==> src/rtl/irq_regs_pkg.sv <==
package irq_regs_pkg;

   // Number of mapped 32-bit words in the block.
   localparam int unsigned REG_COUNT = 7;

   // Register selector; the value times four is the byte offset.
   typedef enum logic [2:0] {
      SEL_CTRL   = 3'd0,
      SEL_CAUSE  = 3'd1,
      SEL_MCAUSE = 3'd2,
      SEL_CSET   = 3'd3,
      SEL_MASK   = 3'd4,
      SEL_MSET   = 3'd5,
      SEL_MCLR   = 3'd6,
      SEL_NONE   = 3'd7
   } reg_sel_e;

   // Qualified access strobes produced by the decoder.
   typedef struct packed {
      logic ctrl_wr;
      logic cause_w1c;
      logic cset_wr;
      logic mask_wr;
      logic mset_wr;
      logic mclr_wr;
      logic cause_rd;
      logic mcause_rd;
   } strobe_t;

endpackage

==> src/rtl/irq_reg_decode.sv <==
module irq_reg_decode
   import irq_regs_pkg::*;
#(
   parameter int unsigned ADDR_W = 8
) (
   input  logic [ADDR_W-1:0] addr,
   input  logic              we,
   input  logic              re,
   output strobe_t           stb,
   output reg_sel_e          rd_sel
);

   localparam int unsigned WORD_W = ADDR_W - 2;

   generate
      if (ADDR_W < 5) begin : g_bad_addr
         $error("irq_reg_decode: ADDR_W must be at least 5");
      end
   endgenerate

   logic [WORD_W-1:0] word;
   logic              aligned;
   logic              in_range;
   reg_sel_e          sel;

   always_comb begin
      word     = addr[ADDR_W-1:2];
      aligned  = (addr[1:0] == 2'b00);
      in_range = (word < WORD_W'(REG_COUNT));
      sel      = (aligned && in_range) ? reg_sel_e'(word[2:0]) : SEL_NONE;
   end

   always_comb begin
      stb.ctrl_wr   = we && (sel == SEL_CTRL);
      stb.cause_w1c = we && ((sel == SEL_CAUSE) || (sel == SEL_MCAUSE));
      stb.cset_wr   = we && (sel == SEL_CSET);
      stb.mask_wr   = we && (sel == SEL_MASK);
      stb.mset_wr   = we && (sel == SEL_MSET);
      stb.mclr_wr   = we && (sel == SEL_MCLR);
      stb.cause_rd  = re && (sel == SEL_CAUSE);
      stb.mcause_rd = re && (sel == SEL_MCAUSE);
      rd_sel        = re ? sel : SEL_NONE;
   end

endmodule

==> src/rtl/irq_cause_cell.sv <==
module irq_cause_cell (
   input  logic clk,
   input  logic rst_n,
   input  logic ctrl_wr,
   input  logic w1c_stb,
   input  logic set_stb,
   input  logic wbit,
   input  logic cause_rd,
   input  logic mcause_rd,
   input  logic mask_bit,
   input  logic hw_ev,
   output logic cause_q,
   output logic ctrl_q,
   output logic cause_d
);

   logic clr_w1c;
   logic rd_bit;
   logic clr_cor;
   logic set_bit;

   always_comb begin
      clr_w1c = w1c_stb & wbit & ~ctrl_q;
      rd_bit  = (cause_rd & cause_q) | (mcause_rd & cause_q & ~mask_bit);
      clr_cor = rd_bit & ctrl_q;
      set_bit = set_stb & wbit;
      // Events and injections are applied after the clear, so they win.
      cause_d = (cause_q & ~(clr_w1c | clr_cor)) | set_bit | hw_ev;
   end

   always_ff @(posedge clk or negedge rst_n) begin
      if (!rst_n) begin
         cause_q <= 1'b0;
         ctrl_q  <= 1'b0;
      end else begin
         cause_q <= cause_d;
         if (ctrl_wr) ctrl_q <= wbit;
      end
   end

   // an event always shows up in the cause bit.
   a_r3_event_sets: assert property (@(posedge clk) disable iff (!rst_n)
      hw_ev |=> cause_q);

   // an event that collides with a clear keeps the bit set.
   a_r6_event_beats_clear: assert property (@(posedge clk) disable iff (!rst_n)
      (hw_ev && (clr_w1c || clr_cor)) |=> cause_q);

   // a clear-on-read bit returned by a read is gone afterwards.
   a_r5_read_clears: assert property (@(posedge clk) disable iff (!rst_n)
      (rd_bit && ctrl_q && !hw_ev && !set_bit) |=> !cause_q);

   // a read leaves a write-one-to-clear bit alone.
   a_r4_read_keeps_w1c: assert property (@(posedge clk) disable iff (!rst_n)
      ((cause_rd || mcause_rd) && !ctrl_q && !w1c_stb && !set_stb && !hw_ev)
      |=> $stable(cause_q));

endmodule

==> src/rtl/irq_mask_bank.sv <==
module irq_mask_bank #(
   parameter int unsigned NSRC = 32
) (
   input  logic            clk,
   input  logic            rst_n,
   input  logic            mask_wr,
   input  logic            mset_wr,
   input  logic            mclr_wr,
   input  logic [NSRC-1:0] wdata,
   output logic [NSRC-1:0] mask_q,
   output logic [NSRC-1:0] mask_d
);

   localparam logic [NSRC-1:0] MASK_RESET = {NSRC{1'b1}};

   always_comb begin
      mask_d = mask_q;
      if (mask_wr) begin
         mask_d = wdata;
      end else begin
         if (mset_wr) mask_d = mask_d | wdata;
         if (mclr_wr) mask_d = mask_d & ~wdata;
      end
   end

   always_ff @(posedge clk or negedge rst_n) begin
      if (!rst_n) mask_q <= MASK_RESET;
      else        mask_q <= mask_d;
   end

   // mask-set raises every written bit.
   a_r9_set_alias: assert property (@(posedge clk) disable iff (!rst_n)
      mset_wr |=> ((mask_q & $past(wdata)) == $past(wdata)));

   // mask-clear drops every written bit.
   a_r9_clear_alias: assert property (@(posedge clk) disable iff (!rst_n)
      mclr_wr |=> ((mask_q & $past(wdata)) == '0));

   // a mask-set or mask-clear write keeps the bits it does not name.
   a_r9_others_kept: assert property (@(posedge clk) disable iff (!rst_n)
      ((mset_wr || mclr_wr) && !mask_wr)
      |=> ((mask_q & ~$past(wdata)) == ($past(mask_q) & ~$past(wdata))));

endmodule

==> src/rtl/irq_cause_regs.sv <==
module irq_cause_regs
   import irq_regs_pkg::*;
#(
   parameter int unsigned NSRC   = 32,
   parameter int unsigned DATA_W = 32,
   parameter int unsigned ADDR_W = 8
) (
   input  logic              clk,
   input  logic              rst_n,
   input  logic [ADDR_W-1:0] reg_addr,
   input  logic              reg_we,
   input  logic [DATA_W-1:0] reg_wdata,
   input  logic              reg_re,
   output logic [DATA_W-1:0] reg_rdata,
   input  logic [NSRC-1:0]   hw_event,
   output logic              irq_out
);

   localparam int unsigned PAD_W = (DATA_W > NSRC) ? DATA_W - NSRC : 1;

   generate
      if (NSRC < 1 || NSRC > DATA_W) begin : g_bad_nsrc
         $error("irq_cause_regs: NSRC must be in 1..DATA_W");
      end
      if (DATA_W != 32) begin : g_bad_data
         $error("irq_cause_regs: DATA_W must be 32");
      end
   endgenerate

   strobe_t           stb;
   reg_sel_e          rd_sel;
   logic [NSRC-1:0]   wdata_n;
   logic [NSRC-1:0]   cause_v;
   logic [NSRC-1:0]   cause_d_v;
   logic [NSRC-1:0]   ctrl_v;
   logic [NSRC-1:0]   mask_v;
   logic [NSRC-1:0]   mask_d_v;
   logic [NSRC-1:0]   rd_val;
   logic [DATA_W-1:0] rd_ext;
   logic [DATA_W-1:0] rdata_q;
   logic              irq_q;

   assign wdata_n = reg_wdata[NSRC-1:0];

   irq_reg_decode #(.ADDR_W(ADDR_W)) u_decode (
      .addr   (reg_addr),
      .we     (reg_we),
      .re     (reg_re),
      .stb    (stb),
      .rd_sel (rd_sel)
   );

   generate
      for (genvar i = 0; i < NSRC; i++) begin : g_cell
         irq_cause_cell u_cell (
            .clk       (clk),
            .rst_n     (rst_n),
            .ctrl_wr   (stb.ctrl_wr),
            .w1c_stb   (stb.cause_w1c),
            .set_stb   (stb.cset_wr),
            .wbit      (wdata_n[i]),
            .cause_rd  (stb.cause_rd),
            .mcause_rd (stb.mcause_rd),
            .mask_bit  (mask_v[i]),
            .hw_ev     (hw_event[i]),
            .cause_q   (cause_v[i]),
            .ctrl_q    (ctrl_v[i]),
            .cause_d   (cause_d_v[i])
         );
      end
   endgenerate

   irq_mask_bank #(.NSRC(NSRC)) u_mask (
      .clk     (clk),
      .rst_n   (rst_n),
      .mask_wr (stb.mask_wr),
      .mset_wr (stb.mset_wr),
      .mclr_wr (stb.mclr_wr),
      .wdata   (wdata_n),
      .mask_q  (mask_v),
      .mask_d  (mask_d_v)
   );

   always_comb begin
      unique case (rd_sel)
         SEL_CTRL:   rd_val = ctrl_v;
         SEL_CAUSE:  rd_val = cause_v;
         SEL_MCAUSE: rd_val = cause_v & ~mask_v;
         SEL_MASK:   rd_val = mask_v;
         default:    rd_val = '0;
      endcase
   end

   generate
      if (DATA_W > NSRC) begin : g_pad
         assign rd_ext = {{PAD_W{1'b0}}, rd_val};
      end else begin : g_full
         assign rd_ext = rd_val;
      end
   endgenerate

   always_ff @(posedge clk or negedge rst_n) begin
      if (!rst_n) begin
         rdata_q <= '0;
         irq_q   <= 1'b0;
      end else begin
         rdata_q <= rd_ext;
         irq_q   <= |(cause_d_v & ~mask_d_v);
      end
   end

   assign reg_rdata = rdata_q;
   assign irq_out   = irq_q;

   // the interrupt level matches the stored unmasked causes.
   a_r10_irq_tracks: assert property (@(posedge clk) disable iff (!rst_n)
      irq_out == |(cause_v & ~mask_v));

   // the masked view returns cause with the masked bits removed.
   a_r8_masked_view: assert property (@(posedge clk) disable iff (!rst_n)
      stb.mcause_rd |=> (reg_rdata[NSRC-1:0] == $past(cause_v & ~mask_v)));

   // write-only and unmapped reads return zero.
   a_r11_wo_read_zero: assert property (@(posedge clk) disable iff (!rst_n)
      (reg_re && (rd_sel inside {SEL_CSET, SEL_MSET, SEL_MCLR, SEL_NONE}))
      |=> (reg_rdata == '0));

   // without a read the data port returns zero.
   a_r2_idle_rdata: assert property (@(posedge clk) disable iff (!rst_n)
      !reg_re |=> (reg_rdata == '0));

endmodule

==> config.mk <==
export PLATFORM = sky130hd
export DESIGN_NAME = irq_cause_regs
export DESIGN_NICKNAME = d
export VERILOG_FILES = /design/src/rtl/irq_regs_pkg.sv /design/src/rtl/irq_reg_decode.sv /design/src/rtl/irq_cause_cell.sv /design/src/rtl/irq_mask_bank.sv /design/src/rtl/irq_cause_regs.sv
export SDC_FILE = /design/constraint.sdc
export NUM_CORES = 1
export LEC_CHECK = 0
export BUFFER_PORTS_ARGS = -buffer_cell sky130_fd_sc_hd__buf_2
export CAP_MARGIN = 0
export CELL_PAD_IN_SITES_DETAIL_PLACEMENT = 0
export CELL_PAD_IN_SITES_GLOBAL_PLACEMENT = 1
export CORE_ASPECT_RATIO = 1.75
export CORE_MARGIN = 5
export CORE_UTILIZATION = 44
export CTS_CLUSTER_DIAMETER = 60
export DETAILED_ROUTE_END_ITERATION = 7
export PLACE_DENSITY = 0.78
export SETUP_SLACK_MARGIN = 0.2
export SLEW_MARGIN = 40
export SYNTH_ARGS = -nofsm -noshare
export SYNTH_HDL_FRONTEND = slang
export SYNTH_SLANG_ARGS = --single-unit
==> constraint.sdc <==
create_clock -name clk -period 2.4 [get_ports clk]
set_input_delay 0.24 -clock clk [delete_from_list [all_inputs] [get_ports clk]]
set_output_delay 0.24 -clock clk [all_outputs]
set_load 0.01 [all_outputs]
==> results of run 1 <==
==> sequential cells by signal, summed over array words and instances, names as in the netlist <==
name                   count
u_mask.mask_q             32
g_cell.u_cell.cause_q     32
g_cell.u_cell.ctrl_q      32
reg_rdata                 32
irq_out                    1
==> cell type report <==
class	instances	area [sq um]
sequential	129	3270
timing repair buffer	220	1540
fill	1288	5940
clock inverter	14	179
inverter	40	150
clock buffer	18	429
tap	183	229
multi-input combinational	436	3030
==> kinds of logic after synthesis <==
family,Yosys count,synth area share
buf+inv,83,0.0564
xor+xnor,2,0.00381
flops,129,0.497
mux,27,0.0463
compound gates,230,0.248
simple gates,177,0.148
==> stage by stage <==
stage,power (W),instances,instance area [sq um],TNS [ns],setup WS [ns]
2_1_floorplan,0.00262,648,6580,0,0.204
3_3_place_gp,0.00292,999,8020,-0.401,-0.401
3_5_place_dp,0.00294,999,8020,-0.475,-0.475
4_1_cts,0.00566,1040,8810,0,0.165
5_1_grt,0.00582,1040,8830,0,0.0935
6_report,0.00562,1040,8830,0,0.162
==> Yosys cell counts (6+ instances only) <==
| cell type | count | area share |
|---|---|---|
| a21o_1 | 13 | 0.015 |
| a21oi_1 | 49 | 0.037 |
| a221o_1 | 30 | 0.046 |
| a22o_1 | 12 | 0.016 |
| a31oi_1 | 18 | 0.017 |
| buf_2 | 8 | 0.0061 |
| buf_4 | 7 | 0.0080 |
| clkbuf_1 | 24 | 0.014 |
| dfrtp_1 | 97 | 0.37 |
| dfstp_2 | 32 | 0.13 |
| inv_1 | 39 | 0.022 |
| mux2_2 | 27 | 0.046 |
| nand2_1 | 79 | 0.045 |
| nand2b_1 | 9 | 0.0086 |
| nand3_1 | 20 | 0.015 |
| nand3b_1 | 16 | 0.018 |
| nand4_1 | 7 | 0.0067 |
| nor2_1 | 6 | 0.0034 |
| o211ai_1 | 12 | 0.014 |
| o21ai_0 | 41 | 0.031 |
==> power groups by stage <==
stage	clock [W]	sequential, W	combinational, W
after floorplan	0	0.00239	0.000223
after global placement	0	0.00241	0.000506
final	0.00270	0.00239	0.000533
after CTS	0.00275	0.00238	0.000529
after global routing	0.00285	0.00240	0.000580
after detailed placement	0	0.00242	0.000517
==> critical path: stages <==
cell and delay [ns]:
buf_2 0.13, or3b_4 0.42, nor4_4 0.33, buf_12 0.18, buf_6 0.16, buf_4 0.13
nand2_1 0.05, o211ai_1 0.25, a21oi_2 0.13, buf_4 0.16, nor4_2 0.23, nand4_1 0.11
==> what timing repair did <==
action                                  in CTS  in global routing
pin swaps                                    7                  3
hold buffers                                 1                  0
gates cloned                                 1                  0
hold endpoints to repair                    30                  0
resized for setup                           14                  3
endpoints found under the setup margin       1                  1
setup buffers                                7                  0
==> final timing paths <==
kind                       cells past startpoint  slack, ns         startpoint                        end
setup reg to reg                               7       0.22  u_mask.mask_q[16]                    irq_out
max in group asynchronous                      3       1.29              rst_n          u_mask.mask_q[19]
setup / recovery                              12       0.16        reg_addr[5]                    irq_out
min in group asynchronous                      2       0.36              rst_n               reg_rdata[5]
hold / removal                                 3       0.03       hw_event[20]  g_cell[20].u_cell.cause_q
hold reg to reg                                2       0.51  u_mask.mask_q[24]              reg_rdata[24]
==> metal layers <==
layer  up-vias  global-route usage
met5         -                   0
met2       301               0.468
met3        75              0.0576
met1      3135               0.293
met4         0               0.126
li1       2851                   -
==> metrics.md, run 1 <==
| Metric | Value |
|---|---|
| Initial DRC Count | 556 |
| Uppermost layer routed | met4 |
| Htree depth | 4 |
| Gate Count Post-Synth | 648 |
| Critical Path Start Type | input pin |
| Synthesized area | 0.00657 sq mm |
| Endpoint type of the worst setup path | flop |
| Worst Tran Pin Value | 0.602 ns |
| Port-buffer cells | 108 |
| Worst slew margin | 0.598 |
| Die X | 102 um |
| Synth unique cells | 62 |
| Most frequent cells in the layout | buf_2, buf_4, dfrtp_1, nand2_1, a21oi_1 |
| Post-synth EDFFs | 0 |
| Final worst path period need | 2.24 ns |
| Layout area overhead | 34.3% |
| Synth Flop Type | dfrtp_1 |
| HPWL Detailed | 15800 um |
| Flop pwr share | 0.424 |
| Status | completed |
| P_leak | 3.98 nW |
| Clock power share | 0.481 |
| Clock sinks | 129 |
| Final Skew | 0.00852 ns |
| Detailed Route WL | 22700 um |
| Vias | 6362 |
| Max Clock Freq | 447 MHz |
| Initial Utilization | 0.445 |
| Internal power | 0.00418 W |
| # nets final | 920 |
| Yosys warning total | 0 |
| Vias/cell | 6.12 |
| Detail Route Antenna Nets | 0 |
| WL/cell | 21.8 um |
| DR DRC count | 0 |
| RSZ-0062 raised after global routing | true |
| Layout cells sized above 1 | 0.394 |
| Final hold vios | 0 |
| HP Class | in -> reg |
| Logic pwr share | 0.095 |
| Max Cap Viol | 0 |
| PD cells | 637 mW/mm^2 |
| Row cnt | 59 |
| Switching share of power | 0.255 |
| Die footprint | 0.0176 sq mm |
| Clock Tree Root | clkbuf_16 |
| Initial antenna violation count | 0 |
| Largest net degree at the start of global routing | 50 |
| Finish-stage setup viols | 0 |
| CP Max Fanout | 8 |
| GRT overflow | 0 |
| Final Wtd Congestion | 0.932 |
| WL met1 | 8100 um |
| Commonest non-fill, non-tap cell in the layout | buf_2 |
| DR WL met3 | 1510 um |
| Drt first pass iters | 5 |
| Psw | 0.00144 W |
| Maximum vdd drop | 461 uV |
| Seq cells post-synth | 129 |
| CTS tree | done |
| Clk pin slew, worst setup/hold paths | 0.06 ns |
| I/O pin cnt | 109 |
| Antenna cells | 0 |
| Period utilization | 0.933 |
| Crit Path Category | in -> reg |
| Net Count, Synth | 724 |
| Core footprint | 0.0148 sq mm |
| Hold_ws | 0.0277 ns |
| CTS Buffer Depth | 2 |
| Vias in the first global route | 6582 |
| Register area share after synthesis | 0.497 |
| TritonCTS Buffers | 17 |
| Final core occ | 0.598 |
| Critical Path AT | 2.52 ns |
| Metal2 WL | 12100 um |
| GRT Util Overall | 0.263 |
| Chip height | 172 um |
| Avg Synthesized Cell Area | 10.1 sq um |
| Worst skew pair latency | 0.42 ns |
| First-pass GRT wire length | 35000 um |
| Post-synth ARST share | 1.00 |
| Slew Limit Fails | 0 |
| Req. time, crit path | 2.68 ns |
Power figures use the tool's default switching activity.
==> inputs of run 2 (changes only) <==
--- a/config.mk
+++ b/config.mk
@@ -6,17 +6,18 @@
 export NUM_CORES = 1
 export LEC_CHECK = 0
 export BUFFER_PORTS_ARGS = -buffer_cell sky130_fd_sc_hd__buf_2
-export CAP_MARGIN = 0
 export CELL_PAD_IN_SITES_DETAIL_PLACEMENT = 0
 export CELL_PAD_IN_SITES_GLOBAL_PLACEMENT = 1
 export CORE_ASPECT_RATIO = 1.75
 export CORE_MARGIN = 5
-export CORE_UTILIZATION = 44
+export CORE_UTILIZATION = 45
 export CTS_CLUSTER_DIAMETER = 60
 export DETAILED_ROUTE_END_ITERATION = 7
 export PLACE_DENSITY = 0.78
+export REMOVE_ABC_BUFFERS = 1
 export SETUP_SLACK_MARGIN = 0.2
 export SLEW_MARGIN = 40
 export SYNTH_ARGS = -nofsm -noshare
 export SYNTH_HDL_FRONTEND = slang
+export SYNTH_HIERARCHICAL = 1
 export SYNTH_SLANG_ARGS = --single-unit
==> metrics.md, run 2 <==
| Metric | Value |
|---|---|
| Status | completed |
| Max Cap Viol | 0 |
| HPWL Detailed | 16000 um |
| HP Class | in -> reg |
| Register area share after synthesis | 0.443 |
| Die footprint | 0.0191 sq mm |
| Gate Count Post-Synth | 690 |
| Final Wtd Congestion | 0.849 |
| Critical Path Start Type | input pin |
| Synth unique cells | 36 |
| PD cells | 561 mW/mm^2 |
| Finish-stage setup viols | 0 |
| TritonCTS Buffers | 17 |
| Final Skew | 0.0163 ns |
| Maximum vdd drop | 456 uV |
| Detailed Route WL | 23500 um |
| Req. time, crit path | 2.66 ns |
| DR WL met3 | 1100 um |
| Non-Filler Instances | 1090 |
| Max Clock Freq | 422 MHz |
| Cells after DPL | 1035 |
| Antenna cells | 0 |
| Synthesized area | 0.00737 sq mm |
| GRT overflow | 0 |
| Critical Path AT | 2.63 ns |
| Post-Layout Inst Area | 0.00977 sq mm |
| Slowest Stage Delay on Critical Path | 0.57 ns |
| Clock sinks | 129 |
| Most frequent cells in the layout | buf_2, dfrtp_1, nor2b_1, buf_4, o21ai_1 |
| DP Area | 0.00872 sq mm |
| Vias/cell | 6.09 |
| Hold_ws | 0.0781 ns |
| Final core occ | 0.600 |
| Most common cell in the synthesized netlist | dfrtp_1 |
| Initial Utilization | 0.452 |
| Yosys warning total | 6 |
| Metal2 WL | 12400 um |
| Post-synth ARST share | 1.00 |
| First-pass GRT wire length | 37400 um |
| Endpoint type of the worst setup path | flop |
| Most Frequent Cell on Critical Path | buf_6 |
| Yosys top cell by area | dfrtp_1 |
| P_leak | 4.79 nW |
| Chip height | 179 um |
| Clock Tree Root | clkbuf_16 |
| Commonest non-fill, non-tap cell in the layout | buf_2 |
| Slew Limit Fails | 0 |
| WL met1 | 9030 um |
| Worst Tran Pin Value | 0.505 ns |
| Uppermost layer routed | met5 |
| Row cnt | 62 |
| Worst skew pair latency | 0.42 ns |
| Yosys top cell area share | 0.329 |
| Largest net degree at the start of global routing | 63 |
| Synth cell count leaders | dfrtp_1, nor2b_1, o21ai_1 |
| Layout area overhead | 32.5% |
| Detail Route Antenna Nets | 0 |
| Worst slew margin | 0.663 |
| Initial DRC Count | 325 |
| CP Max Fanout | 14 |
| Drt first pass iters | 5 |
| Top cells by area, synth | dfrtp_1, dfstp_2, nor2b_1, a221oi_2, mux2_2 |
| DR DRC count | 0 |
| # nets final | 961 |
| RSZ-0062 raised after global routing | true |
| Seq cells post-synth | 129 |
| Final worst path period need | 2.37 ns |
| Post-synth EDFFs | 0 |
| Slowest cell on the critical path | or4_4 |
| WL/cell | 21.5 um |
| Crit Path Category | in -> reg |
| Synth Flop Type | dfrtp_1 |
| Critical Path, Cell by Cell | buf_6, or4_4, buf_6, nor4_4, buf_6, buf_12, buf_12, a2bb2oi_1, o22a_1, o22ai_2, nor4_2, nand4_1 |
| Vias in the first global route | 6960 |
| Avg Synthesized Cell Area | 10.7 sq um |
| Period utilization | 0.986 |
| Setup TNS | 0 ns |
| Layout cells sized above 1 | 0.420 |
| Clk pin slew, worst setup/hold paths | 0.06 ns |
| Port-buffer cells | 108 |
| CTS Buffer Depth | 2 |
| Final hold vios | 0 |
| Core footprint | 0.0163 sq mm |
| I/O pin cnt | 109 |
| Vias | 6642 |
| Die X | 107 um |
| GRT Util Overall | 0.251 |
| Initial antenna violation count | 1 |
| CTS tree | done |
| R2R Setup Slk | 0.59 ns |
| Htree depth | 4 |
-- run 2: cell count changes after synthesis, moves of 26 or more --
cell,previous run,this run
o21ai_0,41,0
a2bb2oi_1,0,32
nand2_1,79,34
o21ai_1,0,64
a221oi_2,0,32
a221o_1,30,0
mux2i_1,0,31
nor2b_1,5,94
o22a_1,0,32
a21oi_1,49,0
a32oi_1,5,31
-- run 2: cell families after synthesis --
family	share of synthesized area
AND/OR/NAND/NOR	0.175
buffers and inverters	0.0526
multiplexers	0.0910
flip-flops	0.443
XOR/XNOR	0.00119
AO/OA/AOI/OAI	0.237
-- run 2: critical path: cells and delay by family --
| kind | cells | cell delay, ns |
|---|---|---|
| compound gates | 3 | 0.54 |
| buf+inv | 5 | 0.67 |
| simple gates | 4 | 1.16 |
-- run 2: path summary, 6_finish.rpt --
check	cells past startpoint	startpoint	endpoint
setup / recovery	12	reg_addr[1]	irq_out
hold / removal	3	hw_event[12]	g_cell[12].u_cell/cause_q
setup reg to reg	8	g_cell[6].u_cell/cause_q	irq_out
hold reg to reg	2	u_mask/mask_q[25]	reg_rdata[25]
max in group asynchronous	3	rst_n	u_mask/mask_q[15]
min in group asynchronous	2	rst_n	g_cell[31].u_cell/cause_q
-- run 2: metal layers --
layer  global-route usage  vias up
li1                     -     2987
met1                0.297     3331
met2                0.442      255
met3               0.0353       67
met4                0.128        2
met5                    0        -
-- run 2: layout make-up --
cell class / instances / area, sq um
fillers: 1370 / 6520
well taps: 192 / 240
flip-flops and latches: 129 / 3270
repair buffers: 207 / 1550
clock buffers: 19 / 433
multi-input cells: 496 / 3960
clock inverters: 13 / 189
inverters: 34 / 128
-- run 2: timing repair --
action	CTS	global route
buffers inserted	9	12
hold endpoints to repair	28	0
setup endpoints to repair	2	18
pin swaps	13	30
hold buffers	1	0
resized for setup	20	25
cloned	1	0
-- run 2: stage by stage --
stage	setup WS, ns	power, W
after detailed placement	-0.574	0.00274
after global placement	-0.560	0.00272
after floorplan	-4.03	0.00251
after global routing	-0.00391	0.00569
after CTS	0.00515	0.00551
final	0.0324	0.00548
-- run 2: where the power goes --
group	switching, W	internal [W]	leakage (nW)	total, W
Clock	0.000998	0.00174	0.298	0.00274
Sequential	0.0000548	0.00224	1.52	0.00229
Combinational	0.000244	0.000203	2.98	0.000447
